## src/rtl/intsrc_cfg_pkg.sv

```systemverilog
package intsrc_cfg_pkg;

   typedef enum logic [1:0] {
      OP_SET = 2'd0,
      OP_GET = 2'd1,
      OP_OFF = 2'd2,
      OP_ON  = 2'd3
   } cfg_op_e;

   typedef enum logic [1:0] {
      ST_OK    = 2'd0,
      ST_PARAM = 2'd1,
      ST_HW    = 2'd2
   } cfg_status_e;

   localparam int unsigned SET_NARGS = 3;
   localparam int unsigned SET_NRET  = 1;
   localparam int unsigned GET_NARGS = 1;
   localparam int unsigned GET_NRET  = 3;
   localparam int unsigned MSK_NARGS = 1;
   localparam int unsigned MSK_NRET  = 1;

endpackage

```

## src/rtl/intsrc_req_decode.sv

```systemverilog
module intsrc_req_decode
   import intsrc_cfg_pkg::*;
#(
   parameter int unsigned IRQ_W       = 32,
   parameter int unsigned DATA_W      = 32,
   parameter int unsigned CNT_W       = 4,
   parameter int unsigned PRIO_W      = 8,
   parameter int unsigned NUM_SRC     = 16,
   parameter int unsigned SRC_OFFSET  = 4096,
   parameter int unsigned NUM_SERVERS = 4,
   parameter bit          SRC_PRESENT = 1'b1,
   parameter int unsigned IDX_W       = 4
) (
   input  cfg_op_e            op,
   input  logic [CNT_W-1:0]   nargs,
   input  logic [CNT_W-1:0]   nret,
   input  logic [IRQ_W-1:0]   irq,
   input  logic [DATA_W-1:0]  server,
   input  logic [DATA_W-1:0]  prio,
   output cfg_status_e        status,
   output logic [IDX_W-1:0]   idx
);

   localparam logic [IRQ_W:0]  WIN_LO   = (IRQ_W+1)'(64'(SRC_OFFSET));
   localparam logic [IRQ_W:0]  WIN_HI   = (IRQ_W+1)'(64'(SRC_OFFSET) + 64'(NUM_SRC));
   localparam logic [DATA_W:0] SRV_LIM  = (DATA_W+1)'(NUM_SERVERS);
   localparam logic [DATA_W-1:0] PRIO_MAX = DATA_W'((64'd1 << PRIO_W) - 64'd1);

   logic              arity_ok;
   logic              in_window;
   logic              set_args_ok;
   logic [IRQ_W-1:0]  local_num;

   always_comb begin
      unique case (op)
         OP_SET:  arity_ok = (nargs == CNT_W'(SET_NARGS)) && (nret == CNT_W'(SET_NRET));
         OP_GET:  arity_ok = (nargs == CNT_W'(GET_NARGS)) && (nret == CNT_W'(GET_NRET));
         default: arity_ok = (nargs == CNT_W'(MSK_NARGS)) && (nret == CNT_W'(MSK_NRET));
      endcase
   end

   assign in_window   = ({1'b0, irq} >= WIN_LO) && ({1'b0, irq} < WIN_HI);
   assign set_args_ok = ({1'b0, server} < SRV_LIM) && (prio <= PRIO_MAX);
   assign local_num   = irq - IRQ_W'(SRC_OFFSET);
   assign idx         = local_num[IDX_W-1:0];

   always_comb begin
      if (!arity_ok)                         status = ST_PARAM;
      else if (!SRC_PRESENT)                 status = ST_HW;
      else if (!in_window)                   status = ST_PARAM;
      else if (op == OP_SET && !set_args_ok) status = ST_PARAM;
      else                                   status = ST_OK;
   end

endmodule

```

## src/rtl/intsrc_cfg_store.sv

```systemverilog
module intsrc_cfg_store
   import intsrc_cfg_pkg::*;
#(
   parameter int unsigned NUM_SRC = 16,
   parameter int unsigned IDX_W   = 4,
   parameter int unsigned SRV_W   = 2,
   parameter int unsigned PRIO_W  = 8
) (
   input  logic              clk,
   input  logic              rst_n,
   input  logic              wr_en,
   input  cfg_op_e           wr_op,
   input  logic [IDX_W-1:0]  wr_idx,
   input  logic [SRV_W-1:0]  wr_server,
   input  logic [PRIO_W-1:0] wr_prio,
   input  logic [IDX_W-1:0]  rd_idx,
   output logic [SRV_W-1:0]  rd_server,
   output logic [PRIO_W-1:0] rd_prio
);

   localparam logic [PRIO_W-1:0] PRIO_MASKED = '1;

   logic [SRV_W-1:0]  srv_q [NUM_SRC];
   logic [PRIO_W-1:0] cur_q [NUM_SRC];
   logic [PRIO_W-1:0] sav_q [NUM_SRC];

   for (genvar g = 0; g < NUM_SRC; g++) begin : g_entry
      logic hit;
      assign hit = wr_en && (wr_idx == IDX_W'(g));

      always_ff @(posedge clk) begin
         if (!rst_n) begin
            srv_q[g] <= '0;
            cur_q[g] <= PRIO_MASKED;
            sav_q[g] <= PRIO_MASKED;
         end else if (hit) begin
            unique case (wr_op)
               OP_SET: begin
                  srv_q[g] <= wr_server;
                  cur_q[g] <= wr_prio;
                  sav_q[g] <= wr_prio;
               end
               OP_OFF: begin
                  cur_q[g] <= PRIO_MASKED;
                  sav_q[g] <= cur_q[g];
               end
               OP_ON: begin
                  cur_q[g] <= sav_q[g];
               end
               default: ;
            endcase
         end
      end
   end

   always_comb begin
      rd_server = '0;
      rd_prio   = '0;
      for (int i = 0; i < NUM_SRC; i++) begin
         if (rd_idx == IDX_W'(i)) begin
            rd_server = srv_q[i];
            rd_prio   = cur_q[i];
         end
      end
   end

endmodule

```

## src/rtl/intsrc_cfg_table.sv

```systemverilog
module intsrc_cfg_table
   import intsrc_cfg_pkg::*;
#(
   parameter int unsigned IRQ_W       = 32,
   parameter int unsigned DATA_W      = 32,
   parameter int unsigned CNT_W       = 4,
   parameter int unsigned PRIO_W      = 8,
   parameter int unsigned NUM_SRC     = 16,
   parameter int unsigned SRC_OFFSET  = 4096,
   parameter int unsigned NUM_SERVERS = 4,
   parameter bit          SRC_PRESENT = 1'b1
) (
   input  logic              clk,
   input  logic              rst_n,
   input  logic              req_valid,
   input  logic [1:0]        req_op,
   input  logic [CNT_W-1:0]  req_nargs,
   input  logic [CNT_W-1:0]  req_nret,
   input  logic [IRQ_W-1:0]  req_irq,
   input  logic [DATA_W-1:0] req_server,
   input  logic [DATA_W-1:0] req_prio,
   output logic              rsp_valid,
   output logic [1:0]        rsp_status,
   output logic [1:0]        rsp_nres,
   output logic [DATA_W-1:0] rsp_server,
   output logic [PRIO_W-1:0] rsp_prio
);

   localparam int unsigned IDX_W = (NUM_SRC > 1) ? $clog2(NUM_SRC) : 1;
   localparam int unsigned SRV_W = (NUM_SERVERS > 1) ? $clog2(NUM_SERVERS) : 1;

   if (NUM_SRC < 1)       begin : g_bad_src  $error("NUM_SRC must be at least 1");        end
   if (NUM_SERVERS < 1)   begin : g_bad_srv  $error("NUM_SERVERS must be at least 1");    end
   if (DATA_W <= PRIO_W)  begin : g_bad_prio $error("DATA_W must exceed PRIO_W");         end
   if (DATA_W < SRV_W)    begin : g_bad_dat  $error("DATA_W too narrow for servers");     end
   if (CNT_W < 2)         begin : g_bad_cnt  $error("CNT_W must hold the arity values");  end
   if (IRQ_W < IDX_W)     begin : g_bad_irq  $error("IRQ_W too narrow for the table");    end

   cfg_op_e           op;
   cfg_status_e       status;
   logic [IDX_W-1:0]  idx;
   logic [SRV_W-1:0]  rd_server;
   logic [PRIO_W-1:0] rd_prio;
   logic              get_ok;

   assign op = cfg_op_e'(req_op);

   intsrc_req_decode #(
      .IRQ_W       (IRQ_W),
      .DATA_W      (DATA_W),
      .CNT_W       (CNT_W),
      .PRIO_W      (PRIO_W),
      .NUM_SRC     (NUM_SRC),
      .SRC_OFFSET  (SRC_OFFSET),
      .NUM_SERVERS (NUM_SERVERS),
      .SRC_PRESENT (SRC_PRESENT),
      .IDX_W       (IDX_W)
   ) u_decode (
      .op     (op),
      .nargs  (req_nargs),
      .nret   (req_nret),
      .irq    (req_irq),
      .server (req_server),
      .prio   (req_prio),
      .status (status),
      .idx    (idx)
   );

   if (SRC_PRESENT) begin : g_unit
      logic wr_en;
      assign wr_en = req_valid && (status == ST_OK) && (op != OP_GET);

      intsrc_cfg_store #(
         .NUM_SRC (NUM_SRC),
         .IDX_W   (IDX_W),
         .SRV_W   (SRV_W),
         .PRIO_W  (PRIO_W)
      ) u_store (
         .clk       (clk),
         .rst_n     (rst_n),
         .wr_en     (wr_en),
         .wr_op     (op),
         .wr_idx    (idx),
         .wr_server (req_server[SRV_W-1:0]),
         .wr_prio   (req_prio[PRIO_W-1:0]),
         .rd_idx    (idx),
         .rd_server (rd_server),
         .rd_prio   (rd_prio)
      );
   end else begin : g_no_unit
      assign rd_server = '0;
      assign rd_prio   = '0;
   end

   assign get_ok = (op == OP_GET) && (status == ST_OK);

   always_ff @(posedge clk) begin
      if (!rst_n) begin
         rsp_valid  <= 1'b0;
         rsp_status <= ST_OK;
         rsp_nres   <= 2'd0;
         rsp_server <= '0;
         rsp_prio   <= '0;
      end else begin
         rsp_valid <= req_valid;
         if (req_valid) begin
            rsp_status <= status;
            rsp_nres   <= get_ok ? 2'd3 : 2'd1;
            rsp_server <= get_ok ? DATA_W'(rd_server) : '0;
            rsp_prio   <= get_ok ? rd_prio : '0;
         end else begin
            rsp_status <= ST_OK;
            rsp_nres   <= 2'd0;
            rsp_server <= '0;
            rsp_prio   <= '0;
         end
      end
   end

endmodule

```

## config.mk

```make
export PLATFORM = sky130hd
export DESIGN_NAME = intsrc_cfg_table
export DESIGN_NICKNAME = d
export VERILOG_FILES = /design/src/rtl/intsrc_cfg_pkg.sv /design/src/rtl/intsrc_req_decode.sv /design/src/rtl/intsrc_cfg_store.sv /design/src/rtl/intsrc_cfg_table.sv
export SDC_FILE = /design/constraint.sdc
export NUM_CORES = 1
export LEC_CHECK = 0
export ABC_AREA = 1
export BUFFER_PORTS_ARGS = -buffer_cell sky130_fd_sc_hd__buf_2
export CAP_MARGIN = 20
export CORE_ASPECT_RATIO = 0.8
export CORE_MARGIN = 2
export CORE_UTILIZATION = 25
export CTS_BUF_LIST = sky130_fd_sc_hd__clkbuf_16
export DETAILED_ROUTE_END_ITERATION = 10
export PLACE_DENSITY_LB_ADDON = 0.05
export REMOVE_ABC_BUFFERS = 1
export SETUP_SLACK_MARGIN = 0.15
export SYNTH_ARGS = -nofsm -noshare
export SYNTH_HDL_FRONTEND = slang
export SYNTH_SLANG_ARGS = --single-unit
```

## constraint.sdc

```tcl
create_clock -name clk -period 1.9 [get_ports clk]
set_input_delay 0.095 -clock clk [delete_from_list [all_inputs] [get_ports clk]]
set_output_delay 0.095 -clock clk [all_outputs]
set_load 0.02 [all_outputs]
```

==> metrics.txt <==
# TYPE chip_impl_metric gauge
chip_impl_info{name="outcome",value="finished, violations left"} 1
chip_impl_info{name="violations_in_the_final_reports",value="setup timing"} 1
chip_impl_metric{name="io_pins",unit=""} 154
chip_impl_info{name="crit_family",value="simple AND/OR/NAND/NOR gates"} 1
chip_impl_info{name="layout_commonest_cell",value="nand2_1"} 1
chip_impl_metric{name="post_syn_area",unit="µm²"} 16310
chip_impl_info{name="timing.critical_path.mode_cell",value="nand4_1"} 1
chip_impl_metric{name="drtPass1Iterations",unit=""} 6
chip_impl_metric{name="timing.final.crit_share",unit=""} 1.057
chip_impl_metric{name="timing.final.setup_violations",unit=""} 3
chip_impl_metric{name="max_slew_margin",unit=""} 0.5815
chip_impl_metric{name="power_density",unit="nW/µm²"} 725.5
chip_impl_metric{name="detail_route.wirelength",unit="mm"} 59.74
chip_impl_metric{name="cts_buffers",unit=""} 39
chip_impl_metric{name="register_to_register_path_setup_slack",unit="ns"} -0.11
chip_impl_metric{name="coreArea",unit="µm²"} 64390
chip_impl_metric{name="die_width",unit="µm"} 289.6
chip_impl_metric{name="std_cell_rows",unit=""} 83
chip_impl_metric{name="fin_tns_setup",unit="ns"} -0.2025
chip_impl_info{name="yosys-top-cells-area",value="edfxtp_1 53%, nand2_1 19%, inv_1 7.5%"} 1
chip_impl_metric{name="vias_per_cell",unit=""} 4.424
chip_impl_info{name="layout.cells.most_common_list",value="690 x nand2_1, 298 x inv_1, 288 x edfxtp_1"} 1
chip_impl_metric{name="routed_wl_per_cell",unit="µm"} 18.26
chip_impl_info{name="synth_ff_type",value="edfxtp_1"} 1
chip_impl_metric{name="worst_case_clock_buffer_depth",unit=""} 3
chip_impl_metric{name="tightestPinTransition",unit="ns"} 0.6278
chip_impl_metric{name="dpl_worst_slack",unit="ns"} -0.4986
chip_impl_metric{name="fmax",unit="MHz"} 498.1
chip_impl_metric{name="setup_ws",unit="ns"} -0.1075
chip_impl_metric{name="clockPowerShare",unit=""} 0.443
chip_impl_metric{name="ys_ff_latch",unit=""} 302
chip_impl_metric{name="worstSkewPairLatency",unit="ns"} 0.56
chip_impl_metric{name="fin_worst_skew",unit="ns"} 0.01315
chip_impl_metric{name="finish.instance_area",unit="µm²"} 22740
chip_impl_metric{name="timing.critical_path.buf_inv",unit=""} 1
chip_impl_metric{name="hold_viol",unit=""} 0
chip_impl_metric{name="dpl_cell_area",unit="µm²"} 19980
chip_impl_metric{name="netlist.area_leader.share",unit=""} 0.5303
chip_impl_metric{name="crit_path_max_incr_delay",unit="ns"} 0.48
chip_impl_metric{name="cp_data_required_time",unit="ns"} 2.35
chip_impl_metric{name="fraction_of_power_spent_switching_nets",unit=""} 0.2511
chip_impl_metric{name="grt-ovfl-total",unit=""} 0
chip_impl_metric{name="grt_pass1_wl",unit="mm"} 86.58
chip_impl_info{name="path_cells",value="nand3_1 -> nand3_2 -> nor2_4 -> buf_4 -> nand4_1 -> nand2_2 -> nand4_1 -> nand2_2 -> nand4_1 -> nor2_1 -> nor2_1"} 1
chip_impl_metric{name="synth-edff-count",unit=""} 288
chip_impl_metric{name="peakVddDrop",unit="V"} 0.0004205
chip_impl_metric{name="clock_sinks",unit=""} 302
chip_impl_metric{name="dp.final_hpwl",unit="mm"} 39.78
chip_impl_metric{name="seq_power_share",unit=""} 0.463
chip_impl_metric{name="int_power",unit="µW"} 12350
chip_impl_info{name="cp-end-kind",value="flop"} 1
chip_impl_metric{name="netlist_instances",unit=""} 2016
chip_impl_metric{name="all_layer_global_routing_usage",unit=""} 0.1736
chip_impl_metric{name="syn-mean-instance-area",unit="µm²"} 8.090
chip_impl_metric{name="drv_slew",unit=""} 0
chip_impl_info{name="critPathKind",value="flop to flop"} 1
chip_impl_metric{name="drcViolationCount",unit=""} 0
chip_impl_metric{name="yosys_warn_count",unit=""} 0
chip_impl_metric{name="place.port_buffers",unit=""} 122
chip_impl_metric{name="number_of_antenna_violations_at_the_first_check_in_global_routing",unit=""} 0
chip_impl_metric{name="routed-via-count",unit=""} 14474
chip_impl_metric{name="dieArea",unit="µm²"} 67310
chip_impl_info{name="area_leader_netlist",value="edfxtp_1"} 1
chip_impl_metric{name="ant_nets",unit=""} 0
chip_impl_metric{name="grt_max_degree",unit=""} 108
chip_impl_info{name="clock-root-buffer",value="clkbuf_16"} 1
chip_impl_metric{name="synth-seq-area-share",unit=""} 0.5474
chip_impl_metric{name="layout.core_utilization",unit=""} 0.3531
chip_impl_info{name="min-delay-path-class",value="input port to flop"} 1
chip_impl_metric{name="combinationalPowerShare",unit=""} 0.094
chip_impl_info{name="critPathSlowestCell",value="edfxtp_1"} 1
chip_impl_info{name="rsz_0062_raised_after_global_routing",value="true"} 1
chip_impl_metric{name="place_congestion",unit=""} 0.8267
chip_impl_metric{name="timing.max_cap.violations",unit=""} 0
chip_impl_metric{name="holdWs",unit="ns"} 0.1191
chip_impl_metric{name="multi_input_comb_area",unit="µm²"} 6485
chip_impl_metric{name="drt_first_iter_violations",unit=""} 1158
chip_impl_metric{name="area.growth.synth_to_final",unit="%"} 39.41
chip_impl_info{name="setup.worst_path.start_class",value="flop"} 1
chip_impl_metric{name="finish.net_count",unit=""} 2501
chip_impl_metric{name="number_of_fillers_in_the_final_layout",unit=""} 6671
chip_impl_metric{name="vias_in_the_first_global_route",unit=""} 13788
chip_impl_metric{name="switching_power",unit="µW"} 4143
chip_impl_metric{name="layout_min_cycle_time",unit="ns"} 2.007
chip_impl_metric{name="cts_max_level",unit=""} 2
chip_impl_metric{name="drive_above_1_share",unit=""} 0.3059
chip_impl_metric{name="synth.distinct_cells",unit=""} 28
chip_impl_metric{name="timing.critical_path.arrival",unit="ns"} 2.46
chip_impl_metric{name="path_clk_slew",unit="ns"} 0.06
chip_impl_metric{name="total_leakage_power",unit="µW"} 0.01026
chip_impl_info{name="clock_tree_from_tritoncts",value="done"} 1
chip_impl_metric{name="worstPathMaxFanout",unit=""} 2
chip_impl_metric{name="die_h",unit="µm"} 232.5
chip_impl_metric{name="ant_diodes",unit=""} 0
chip_impl_metric{name="async_reset_ff_frac",unit=""} 0
chip_impl_metric{name="seqCellArea",unit="µm²"} 8929
chip_impl_metric{name="floorplan.initialDensity",unit=""} 0.2533
==> metal layers <==
metal	share of wire	vias to the layer above	track usage
li1	-	7161	-
met1	0.50	6805	0.2643
met2	0.42	438	0.2467
met3	0.060	70	0.03431
met4	0.020	0	0.04615
met5	0	-	0
==> registers in the layout, indices dropped and copies added, names as in the netlist <==
name,count
rsp_prio,8
rsp_nres,2
g_unit.u_store.sav_q,128
g_unit.u_store.srv_q,32
rsp_server,2
rsp_status,1
rsp_valid,1
g_unit.u_store.cur_q,128
==> stage by stage <==
stage	power (µW)	cells
final	16500	3272
after global routing	17080	3272
after CTS	16640	3235
after detailed placement	9183	3162
after global placement	9189	3162
after floorplan	8182	1937
==> timing repair <==
action / in CTS / in global routing
pin swaps: 25 / 96
buffers inserted: 1 / 33
endpoints found under the hold margin: 3 / 0
hold buffers: 1 / 0
gates cloned: 0 / 4
endpoints found under the setup margin: 8 / 511
resized for setup: 30 / 344
==> cell usage after synthesis, types with 2 or more instances <==
cell type	n
a21oi_1	22
and3b_1	2
buf_1	11
buf_2	20
buf_4	31
buf_6	2
clkbuf_1	45
dfxtp_1	14
edfxtp_1	288
inv_1	325
inv_2	15
nand2_1	824
nand3_1	40
nand3b_1	15
nand4_1	160
nor2_1	151
nor2_2	2
nor3_2	6
nor3_4	10
nor4_1	11
o21ai_0	13
or2_2	3
==> tightest hold or removal path, stage by stage <==
cell,delay [ns]
buf_2,0.08
nor4_2,0.04
nand2_1,0.09
nor2_4,0.06
buf_4,0.13
a21oi_1,0.14
==> layout make-up <==
cell class | count | area share
Multi-Input combinational cell | 1295 | 0.2852
Clock buffer | 41 | 0.04512
Sequential cell | 302 | 0.3927
Inverter | 340 | 0.05734
Clock inverter | 30 | 0.008915
Tap cell | 850 | 0.04678
Timing Repair Buffer | 414 | 0.1639
==> kinds of logic after synthesis <==
family                 Yosys count  synth area share
AO/OA/AOI/OAI                   35           0.01074
buffers and inverters          449            0.1129
flip-flops                     302            0.5474
other                            1         0.0002299
AND/OR/NAND/NOR               1229            0.3287
==> path summary, 6_finish.rpt <==
kind / depth (start not counted) / from / end
min: 6 / req_nargs[3] / rsp_status[0]
max reg2reg: 11 / g_unit.u_store.cur_q[2][1] / rsp_prio[1]
min reg2reg: 2 / g_unit.u_store.sav_q[12][0] / g_unit.u_store.cur_q[12][0]
max: 11 / g_unit.u_store.cur_q[2][1] / rsp_prio[1]
==> power groups by stage <==
stage | Combinational (µW) | Sequential [µW] | Clock (µW)
after global routing | 1660 | 7660 | 7760
final | 1550 | 7640 | 7300
after CTS | 1440 | 7640 | 7550
after global placement | 1410 | 7780 | 0
after detailed placement | 1410 | 7780 | 0
after floorplan | 469 | 7710 | 0
No activity file was read; power rests on OpenSTA's default activity.
